<file path="src/rtl/sertx_pkg.sv">
`timescale 1ns/1ps
package sertx_pkg;

    localparam int DATA_W     = 8;
    localparam int FIFO_DEPTH = 16;
    localparam int OVERSAMPLE = 16;
    localparam int LEVEL_W    = $clog2(FIFO_DEPTH + 1);
    localparam int PTR_W      = $clog2(FIFO_DEPTH);
    localparam int TICK_W     = $clog2(OVERSAMPLE);
    localparam int IDX_W      = $clog2(DATA_W);

    typedef struct packed {
        logic [1:0] wlen;     // 00=5 .. 11=8 data bits
        logic       par_en;
        logic       par_odd;
        logic       stop2;
    } line_cfg_t;

    typedef enum logic [2:0] {
        ST_IDLE   = 3'd0,
        ST_START  = 3'd1,
        ST_DATA   = 3'd2,
        ST_PARITY = 3'd3,
        ST_STOP   = 3'd4
    } tx_state_t;

    // index of the final data bit for a word-length code
    function automatic logic [IDX_W-1:0] last_bit_idx(input logic [1:0] wlen);
        return IDX_W'(4) + IDX_W'(wlen);
    endfunction

    // parity over the bits that are actually sent
    function automatic logic par_calc(input logic [DATA_W-1:0] d,
                                      input logic [1:0]        wlen,
                                      input logic              odd);
        logic [DATA_W-1:0] mask;
        mask = {DATA_W{1'b1}} >> (3 - int'(wlen));
        return (^(d & mask)) ^ odd;
    endfunction

endpackage

</file>
<file path="src/rtl/sertx_fifo.sv">
`timescale 1ns/1ps
module sertx_fifo
    import sertx_pkg::*;
#(
    parameter int W     = DATA_W,
    parameter int DEPTH = FIFO_DEPTH
) (
    input  logic                           clk,
    input  logic                           rst,
    input  logic                           wr,
    input  logic [W-1:0]                   wdata,
    input  logic                           rd,
    output logic [W-1:0]                   rdata,
    output logic [$clog2(DEPTH+1)-1:0]     level,
    output logic                           empty,
    output logic                           ovf
);
    localparam int PW = $clog2(DEPTH);
    localparam int CW = $clog2(DEPTH + 1);

    logic [W-1:0]  mem [DEPTH];
    logic [PW-1:0] wptr_q, rptr_q;
    logic [CW-1:0] cnt_q;
    logic          full;
    logic          wr_ok, rd_ok;

    assign full  = (cnt_q == CW'(DEPTH));
    assign empty = (cnt_q == '0);
    assign wr_ok = wr && !full;
    assign rd_ok = rd && !empty;
    assign rdata = mem[rptr_q];
    assign level = cnt_q;

    function automatic logic [PW-1:0] bump(input logic [PW-1:0] p);
        return (p == PW'(DEPTH - 1)) ? '0 : p + PW'(1);
    endfunction

    always_ff @(posedge clk) begin
        if (wr_ok) mem[wptr_q] <= wdata;
    end

    always_ff @(posedge clk) begin
        if (rst) begin
            wptr_q <= '0;
            rptr_q <= '0;
            cnt_q  <= '0;
            ovf    <= 1'b0;
        end else begin
            if (wr_ok) wptr_q <= bump(wptr_q);
            if (rd_ok) rptr_q <= bump(rptr_q);
            case ({wr_ok, rd_ok})
                2'b10:   cnt_q <= cnt_q + CW'(1);
                2'b01:   cnt_q <= cnt_q - CW'(1);
                default: cnt_q <= cnt_q;
            endcase
            if (wr && full) ovf <= 1'b1;
        end
    end
endmodule

</file>
<file path="src/rtl/sertx_tick_count.sv">
`timescale 1ns/1ps
module sertx_tick_count
    import sertx_pkg::*;
#(
    parameter int OVS = OVERSAMPLE
) (
    input  logic clk,
    input  logic rst,
    input  logic clr,
    input  logic tick,
    output logic bit_done
);
    localparam int CW = $clog2(OVS);

    logic [CW-1:0] cnt_q;

    assign bit_done = tick && (cnt_q == CW'(OVS - 1));

    always_ff @(posedge clk) begin
        if (rst || clr)
            cnt_q <= '0;
        else if (tick)
            cnt_q <= (cnt_q == CW'(OVS - 1)) ? '0 : cnt_q + CW'(1);
    end
endmodule

</file>
<file path="src/rtl/sertx_framer.sv">
`timescale 1ns/1ps
module sertx_framer
    import sertx_pkg::*;
(
    input  logic              clk,
    input  logic              rst,
    input  logic              fifo_empty,
    input  logic [DATA_W-1:0] fifo_rdata,
    input  line_cfg_t         cfg_in,
    input  logic              bit_done,
    output logic              pop,
    output logic              tx_line,
    output logic              busy
);
    tx_state_t         state_q, state_d;
    logic [DATA_W-1:0] shreg_q;
    logic [IDX_W-1:0]  idx_q;
    logic              stop_q;
    line_cfg_t         cfg_q;
    logic              par_q;

    always_comb begin
        state_d = state_q;
        pop     = 1'b0;
        case (state_q)
            ST_IDLE: begin
                if (!fifo_empty) begin
                    pop     = 1'b1;
                    state_d = ST_START;
                end
            end
            ST_START: begin
                if (bit_done) state_d = ST_DATA;
            end
            ST_DATA: begin
                if (bit_done && idx_q == last_bit_idx(cfg_q.wlen))
                    state_d = cfg_q.par_en ? ST_PARITY : ST_STOP;
            end
            ST_PARITY: begin
                if (bit_done) state_d = ST_STOP;
            end
            ST_STOP: begin
                if (bit_done && (!cfg_q.stop2 || stop_q)) begin
                    if (!fifo_empty) begin
                        pop     = 1'b1;
                        state_d = ST_START;
                    end else begin
                        state_d = ST_IDLE;
                    end
                end
            end
            default: state_d = ST_IDLE;
        endcase
    end

    always_ff @(posedge clk) begin
        if (rst) begin
            state_q <= ST_IDLE;
            shreg_q <= '0;
            idx_q   <= '0;
            stop_q  <= 1'b0;
            cfg_q   <= '0;
            par_q   <= 1'b0;
        end else begin
            state_q <= state_d;
            if (pop) begin
                shreg_q <= fifo_rdata;
                cfg_q   <= cfg_in;
                par_q   <= par_calc(fifo_rdata, cfg_in.wlen, cfg_in.par_odd);
                idx_q   <= '0;
                stop_q  <= 1'b0;
            end else begin
                if (state_q == ST_DATA && bit_done) begin
                    shreg_q <= shreg_q >> 1;
                    idx_q   <= idx_q + IDX_W'(1);
                end
                if (state_q == ST_STOP && bit_done) stop_q <= 1'b1;
            end
        end
    end

    always_comb begin
        case (state_q)
            ST_START:  tx_line = 1'b0;
            ST_DATA:   tx_line = shreg_q[0];
            ST_PARITY: tx_line = par_q;
            default:   tx_line = 1'b1;
        endcase
    end

    assign busy = (state_q != ST_IDLE);
endmodule

</file>
<file path="src/rtl/serial_tx_engine.sv">
`timescale 1ns/1ps
module serial_tx_engine
    import sertx_pkg::*;
(
    input  logic               clk,
    input  logic               rst,
    input  logic               wr_en,
    input  logic [DATA_W-1:0]  wr_data,
    input  logic               baud_tick,
    input  logic [1:0]         cfg_wlen,
    input  logic               cfg_par_en,
    input  logic               cfg_par_odd,
    input  logic               cfg_stop2,
    output logic               tx_line,
    output logic               tx_busy,
    output logic [LEVEL_W-1:0] fifo_level,
    output logic               fifo_empty,
    output logic               fifo_ovf
);
    line_cfg_t         cfg;
    logic              pop;
    logic              bit_done;
    logic [DATA_W-1:0] head;

    assign cfg = '{wlen: cfg_wlen, par_en: cfg_par_en,
                   par_odd: cfg_par_odd, stop2: cfg_stop2};

    sertx_fifo #(.W(DATA_W), .DEPTH(FIFO_DEPTH)) u_fifo (
        .clk   (clk),
        .rst   (rst),
        .wr    (wr_en),
        .wdata (wr_data),
        .rd    (pop),
        .rdata (head),
        .level (fifo_level),
        .empty (fifo_empty),
        .ovf   (fifo_ovf)
    );

    sertx_tick_count #(.OVS(OVERSAMPLE)) u_ticks (
        .clk      (clk),
        .rst      (rst),
        .clr      (pop),
        .tick     (baud_tick),
        .bit_done (bit_done)
    );

    sertx_framer u_framer (
        .clk        (clk),
        .rst        (rst),
        .fifo_empty (fifo_empty),
        .fifo_rdata (head),
        .cfg_in     (cfg),
        .bit_done   (bit_done),
        .pop        (pop),
        .tx_line    (tx_line),
        .busy       (tx_busy)
    );
endmodule

</file>
<file path="config.mk">
export PLATFORM = sky130hd
export DESIGN_NAME = serial_tx_engine
export DESIGN_NICKNAME = d
export VERILOG_FILES = /design/src/rtl/sertx_pkg.sv /design/src/rtl/sertx_fifo.sv /design/src/rtl/sertx_tick_count.sv /design/src/rtl/sertx_framer.sv /design/src/rtl/serial_tx_engine.sv
export SDC_FILE = /design/constraint.sdc
export NUM_CORES = 1
export LEC_CHECK = 0
export ABC_CLOCK_PERIOD_IN_PS = 7400
export CAP_MARGIN = 20
export CORE_ASPECT_RATIO = 1.1
export CORE_UTILIZATION = 55
export CTS_CLUSTER_SIZE = 30
export DETAILED_ROUTE_END_ITERATION = 10
export HOLD_SLACK_MARGIN = 0.03
export PLACE_DENSITY = 0.75
export SLEW_MARGIN = 20
export SYNTH_ARGS = -nofsm -noshare
export SYNTH_HDL_FRONTEND = slang
export SYNTH_HIERARCHICAL = 1
export SYNTH_SLANG_ARGS = --single-unit
</file>
<file path="constraint.sdc">
create_clock -name clk -period 7.4 [get_ports clk]
set_input_delay 1.85 -clock clk [delete_from_list [all_inputs] [get_ports clk]]
set_output_delay 1.85 -clock clk [all_outputs]
set_load 0.02 [all_outputs]
</file>
After elaboration in Yosys (flattened, before gate mapping) --
Memory sizes are Yosys's and may differ from the RTL's. A register that Yosys moved wholly into a read port is not among the register bits. Cells that the tools add are included.
Word-level totals: register bits 38, RAM bits 128, output and inout port bits 9, memories 1
Operators by class: $add $sub $neg 8, equal/unequal tests 16, shift-type cells 1, mux-type cells 22, bitwise operators 2, reduce and logical (&&, ||, !) cells 21
Memories:
- u_fifo.mem | depth 16, width 8, read ports 1, clocked after Yosys merged registers in 1, write ports 1, RTL line sertx_fifo.sv:21 | logic [W-1:0] mem [DEPTH];
Operators with widths (count):
- 8-bit by 32-bit right shift with 8-bit output, first input constant | 1
- 4-bit two-way mux | 5
- 3-bit two-way mux | 6
- 8-bit two-way mux | 2
- 3-bit case mux with 5 select lines | 1
- 4-bit by 1-bit adder with 4-bit output, second input constant | 3
- 4-bit equality test, second input constant | 3
- 5-bit case mux with 2 select lines | 1
- 8-bit bitwise AND | 1
- 1-bit logical AND | 8
- 2-bit by 1-bit inequality test with 1-bit output, second input constant | 4
- 8-bit XOR reduction | 1
- 3-bit by 2-bit equality test with 1-bit output, second input constant | 2
- 5-bit by 1-bit adder with 5-bit output, second input constant | 1
- 5-bit equality test, second input constant | 1
- 5-bit logical NOT | 1
- 1-bit two-way mux | 5
- 5-bit AND reduction | 1
- 5-bit by 1-bit subtractor with 5-bit output, second input constant | 1
- 2-bit nonzero test | 2
- 3-bit by 1-bit adder with 3-bit output, second input constant | 1
- 3-bit by 2-bit adder with 3-bit output, first input constant | 1
- 3-bit by 1-bit equality test with 1-bit output, second input constant | 1
- 3-bit equality test | 1
- 13 further kinds | 16

Logic depth before layout (Yosys ltp) --
depth in word-level cells 8, depth in mapped cells 17

By module --
Netlist, hierarchy kept.
Modules (own cells, without submodules):
- sertx_fifo | times used 1, cells an instance 299, area each 5884.4 um^2, seq. area each 4204.0 um^2
- sertx_framer | times used 1, cells an instance 132, area each 1133.6 um^2, seq. area each 400.4 um^2
- sertx_tick_count | times used 1, cells an instance 17, area each 173.9 um^2, seq. area each 80.1 um^2

Worst setup path before layout --
Ideal clock, no wire load.
kind input -> register, start point input baud_tick, end point register u_fifo.cnt_q[4] (netlist: u_fifo/level[4]), setup time 121 ps, data arrival time 4277 ps, data required time 7279 ps, slack 3002 ps, stages 15, buffers on the path 1, cells stage by stage and4_4 -> inv_1 -> o21ai_1 -> nand2_1 -> inv_1 -> o21ai_4 -> inv_1 -> ha_1 -> clkbuf_1 -> xor2_1 -> ha_1 -> and3b_1 -> o21ai_0 -> a31oi_1 -> mux2_2
On the way: cells in the longest elaborated chain, start to end 7, elaborated cells between the ends (all ways) 9, those cells by class eq/ne: 2; mux: 3; reduce/logical: 4
RTL lines:
- from (decl) | RTL line serial_tx_engine.sv:9 | input logic baud_tick,
- 1-bit logical AND * | RTL line sertx_tick_count.sv:17 | assign bit_done = tick && (cnt_q == CW'(OVS - 1));
- 1-bit logical AND * | RTL line sertx_framer.sv:43 | if (bit_done && (!cfg_q.stop2 || stop_q)) begin
- 1-bit two-way mux * | RTL line sertx_framer.sv:43
- 1-bit case mux with 2 select lines * | RTL line sertx_framer.sv:25 | case (state_q)
- net pop | RTL line serial_tx_engine.sv:21 | logic pop;
- 1-bit logical AND * | RTL line sertx_fifo.sv:30 | assign rd_ok = rd && !empty;
- 2-bit by 1-bit equality test with 1-bit output / 2-bit equality test (equally long branches) | RTL line sertx_fifo.sv:51 | case ({wr_ok, rd_ok})
- 5-bit case mux with 2 select lines / 2-bit nonzero test (equally long branches)
- to (signal assigned) | RTL line sertx_fifo.sv:52 | 2'b10: cnt_q <= cnt_q + CW'(1);
- to (signal assigned) | RTL line sertx_fifo.sv:53 | 2'b01: cnt_q <= cnt_q - CW'(1);
- to (signal assigned) | RTL line sertx_fifo.sv:54 | default: cnt_q <= cnt_q;
- to (decl) | RTL line sertx_fifo.sv:23 | logic [CW-1:0] cnt_q;
The timed path passes the listed nets; every way through them passes the cells marked *. A chain may end at the register's enable or synchronous reset.

Final worst setup path --
start point input baud_tick, end point register u_fifo.cnt_q[4] (netlist: u_fifo/level[4])
On the way: cells in the longest elaborated chain, start to end 7, elaborated cells between the ends (all ways) 9, those cells by class eq/ne: 2; mux: 3; reduce/logical: 4
RTL lines:
- 1-bit logical AND * | RTL line sertx_tick_count.sv:17
- net bit_done | RTL line serial_tx_engine.sv:22 | logic bit_done;
- 1-bit logical AND * | RTL line sertx_framer.sv:43
- 1-bit two-way mux * | RTL line sertx_framer.sv:43
- 1-bit case mux with 2 select lines * | RTL line sertx_framer.sv:25
- net pop | RTL line serial_tx_engine.sv:21
- 1-bit logical AND * | RTL line sertx_fifo.sv:30
- 2-bit by 1-bit equality test with 1-bit output / 2-bit equality test (equally long branches) | RTL line sertx_fifo.sv:51
- 5-bit case mux with 2 select lines / 2-bit nonzero test (equally long branches)
Marked as above.

==> flow_summary_export.csv <==
group,metric,value,unit
critical_path,rrSetupSlack,3.43,ns
min_path,hold_path_end,"u_fifo/ovf$_SDFFE_PP0P_",
placement,hpwl,8.32,mm
cts,ctsHoldBuffers,0,
yosys,syn_inst,448,
timing,hold_viol_final,0,
drt,drtAntennaViolNets,0,
die,die_area,13500,sq um
status,violations,"design-rule violations",
yosys,synth-adder-area-share,1.74,%
critical_path,critPathMaxFanout,13,
cts,path_clk_slew,0.06,ns
global_route,grt_pass1_vias,3843,
yosys,yosysMostFrequentCell,"edfxtp_1",
critical_path,worstSetupPathType,"input pin to flip-flop",
global_route,antenna_found_initial,0,
yosys,async_flop_share,0,%
final_layout,final_core_util,64.1,%
power_and_ir_drop,irDropWorstVdd,208,uV
power_and_ir_drop,powerDensity,335,nW/um^2
die,dieHeight,122,um
yosys,synth_top_area_share,53.4,%
cts,numCtsBuffers,17,
cts,post_cts_buffers,0,
cts,clock_latency,0.43,ns
drt,vias,3926,
die,start_util,56.6,%
timing,tightest_slew,0.831,ns
drt,viasPerCell,6.12,
drt,wirelength,13.3,mm
critical_path,worstReg2RegEnd,"u_fifo/level[4]$_SDFFE_PP0P_",
cts,cts-root-buf,"clkbuf_16",
min_path,min_from,"u_fifo/ovf$_SDFFE_PP0P_",
final_layout,finalNonFillerCells,641,
die,num_io_pins,26,
yosys,yosysTopAreaCell,"edfxtp_1",
timing,slew_headroom,44.2,%
global_route,grt_overflow,0,
global_route,grt_max_degree,39,
die,die_w,111,um
placement,io_buffers,25,
yosys,synth_xor_area_share,2.38,%
timing,fin_worst_skew,0.0101,ns
yosys,synth.area.top_cells,"edfxtp_1 (53%), mux4_2 (13%), dfxtp_1 (12%)",
cts,cts_tree,"built",
final_layout,layout-drive-gt1-share,20.2,%
global_route,grt_pass1_wl,20.9,mm
final_layout,n_antenna_cell,0,
cts,cts_resized,0,
cts,cts.sinks,170,
cts,clockBufferDepth,2,
min_path,min_path_type,"flip-flop to flip-flop",
yosys,ys_seq_elements,170,
timing,drv_slew,0,
status,status,"finished with violations",
yosys,syn_area_per_cell,16.1,sq um
timing,max_freq,184,MHz
critical_path,cpMostUsedCell,"inv_1",
critical_path,cp-end-kind,"flip-flop",
critical_path,critPathRequiredTime,7.71,ns
drt,drtIter0Drc,336,
global_route,grt_usage,21.1,%
cts,cts-htree-levels,4,
drt,wl_per_cell,20.8,um
critical_path,crit_chain,"clkdlybuf4s50_1 > and4_4 > inv_1 > o21ai_1 > nand2_1 > inv_1 > o21ai_4 > inv_1 > ha_1 > xor2_1 > ha_1 > and3b_1 > o21ai_0 > a31oi_1 > mux2_2",
yosys,synth_common_cells,"edfxtp_1 (128), dfxtp_1 (42), mux4_2 (40)",
critical_path,slowest_delay,0.66,ns
drt,drc,4,
timing,fin_crit,5.44,ns
yosys,ys_seq_area_share,65.1,%
final_layout,fill_cells,871,
critical_path,critPathArrivalTime,5.76,ns
yosys,synth.cell_area,7190,sq um
critical_path,worstSetupStartpointType,"input pin",
min_path,holdPathStages,2,
timing,setup_violations,0,
die,rows,43,
timing,fin_tns_setup,0,ns
drt,drt_first_pass_iters,8,
final_layout,num-nets-final,498,
yosys,synth_simple_gate_area_share,7.48,%
critical_path,cpMaxStageDelayCell,"o21ai_1",
yosys,synth_ff_type,"edfxtp_1",
final_layout,area_growth_syn_to_layout,13.2,%
placement,gp_congestion,0.763,
yosys,synth_edf_count,128,
critical_path,reg2reg_from,"u_ticks/cnt_q[0]$_SDFFE_PP0P_",
yosys,synth.area.mux_share,14.0,%
power_and_ir_drop,p_leak,2.64,nW
placement,place_inst,609,
die,core,12700,sq um
job,drv_cap,0,
timing,period_share,73.5,%
yosys,synth_top_family_by_area,"multiplexers",
critical_path,reg2regPathDepth,15,
yosys,synth_cell_types,52,
yosys,ys_warn_count,6,
timing,rsz0062_at_grt,"false",
yosys,syn-num-nets,475,
yosys,synth_compound_area_share,6.65,%
[per-stage QoR]
stage,instance area (sq um),hold WS (ns),power [mW],worst slack (ns)
6_report,8140,0.475,2.73,1.96
5_1_grt,8140,0.535,2.85,1.70
4_1_cts,8140,0.486,2.75,1.98
3_5_place_dp,7550,0.471,1.89,1.61
3_3_place_gp,7550,0.449,1.87,1.74
2_1_floorplan,7190,0.449,1.74,3.00
[layout by cell type, fill, tap and decap left out, types with 3 or more instances in the layout]
cell,instances
edfxtp_1,128
inv_1,7
nand2_1,11
xnor2_1,8
nor2b_1,11
clkbuf_16,17
nor4b_2,4
a32oi_1,6
clkinv_4,4
nor2_1,18
clkdlybuf4s50_1,25
ha_1,10
nand3_1,7
mux2_2,3
a21oi_1,25
or3_1,4
buf_4,6
mux4_2,40
nor3_1,8
o21ai_1,4
and2_1,13
xor2_1,9
inv_8,6
nor3b_1,3
dfxtp_1,40
o21ai_0,19
mux2i_1,7
clkinv_8,3
[final cells by class]
class                   count  area, sq um  area share [%]
clock buffers              17          425            5.23
clock inverters            15          169            2.07
well taps                 157          196            2.41
multi-input cells         244         2340            28.8
inverters                   7         26.3           0.323
repair buffers             31          295            3.63
flip-flops and latches    170         4690            57.6
[metal layers]
metal	up-vias	global-route usage (%)	share of wire [%]
met5	-	0	0
met4	0	9.04	1.7
met3	19	4.93	4.2
met2	92	35.3	51
met1	2002	26.7	43
li1	1813	-	-
[logic make-up after synthesis]
kind of cell | after synthesis
adder cells (fa/ha/maj) | 10
multiplexers | 50
AND/OR/NAND/NOR | 93
flip-flops | 170
XOR/XNOR | 18
buffers and inverters | 34
AO/OA/AOI/OAI | 73
[sequential cells by signal (all words and copies together) (netlist names), named ones only]
signal and count:
u_framer/idx_q 3, u_fifo/rptr_q 4, u_framer/shreg_q 8, u_ticks/cnt_q 4
u_framer/stop_q 1, u_fifo/mem 128, u_framer/cfg_q 4, u_fifo/level 5
u_fifo/wptr_q 4, u_fifo/ovf 1, u_framer/par_q 1, u_framer/state_q 3
[power by group]
group          switching [mW]  leakage, nW  internal [mW]
Clock                   0.405        0.292          0.455
Combinational           0.359        0.852          0.346
Sequential             0.0700         1.50           1.09
[worst max path at each step]
stage,startpoint,end,slack (ns),cells after the start
final,baud_tick,u_fifo/level[4]$_SDFFE_PP0P_,1.96,15
after global routing,baud_tick,u_fifo/level[4]$_SDFFE_PP0P_,1.70,15
after CTS,baud_tick,u_fifo/level[4]$_SDFFE_PP0P_,1.98,15
after detailed placement,baud_tick,u_fifo/level[4]$_SDFFE_PP0P_,1.61,15
after global placement,baud_tick,u_fifo/level[4]$_SDFFE_PP0P_,1.74,15
after floorplan,baud_tick,u_fifo/level[4]$_SDFFE_PP0P_,3.00,15
[worst max-delay path: cells and delay by family]
kind / cells / cell delay [ns]
compound gates: 4 / 1.09
xor+xnor: 1 / 0.22
fa+ha+maj: 2 / 0.52
buf+inv: 4 / 1.09
mux: 1 / 0.35
simple gates: 3 / 0.64
Note: power is estimated with default switching activity, not from simulation.
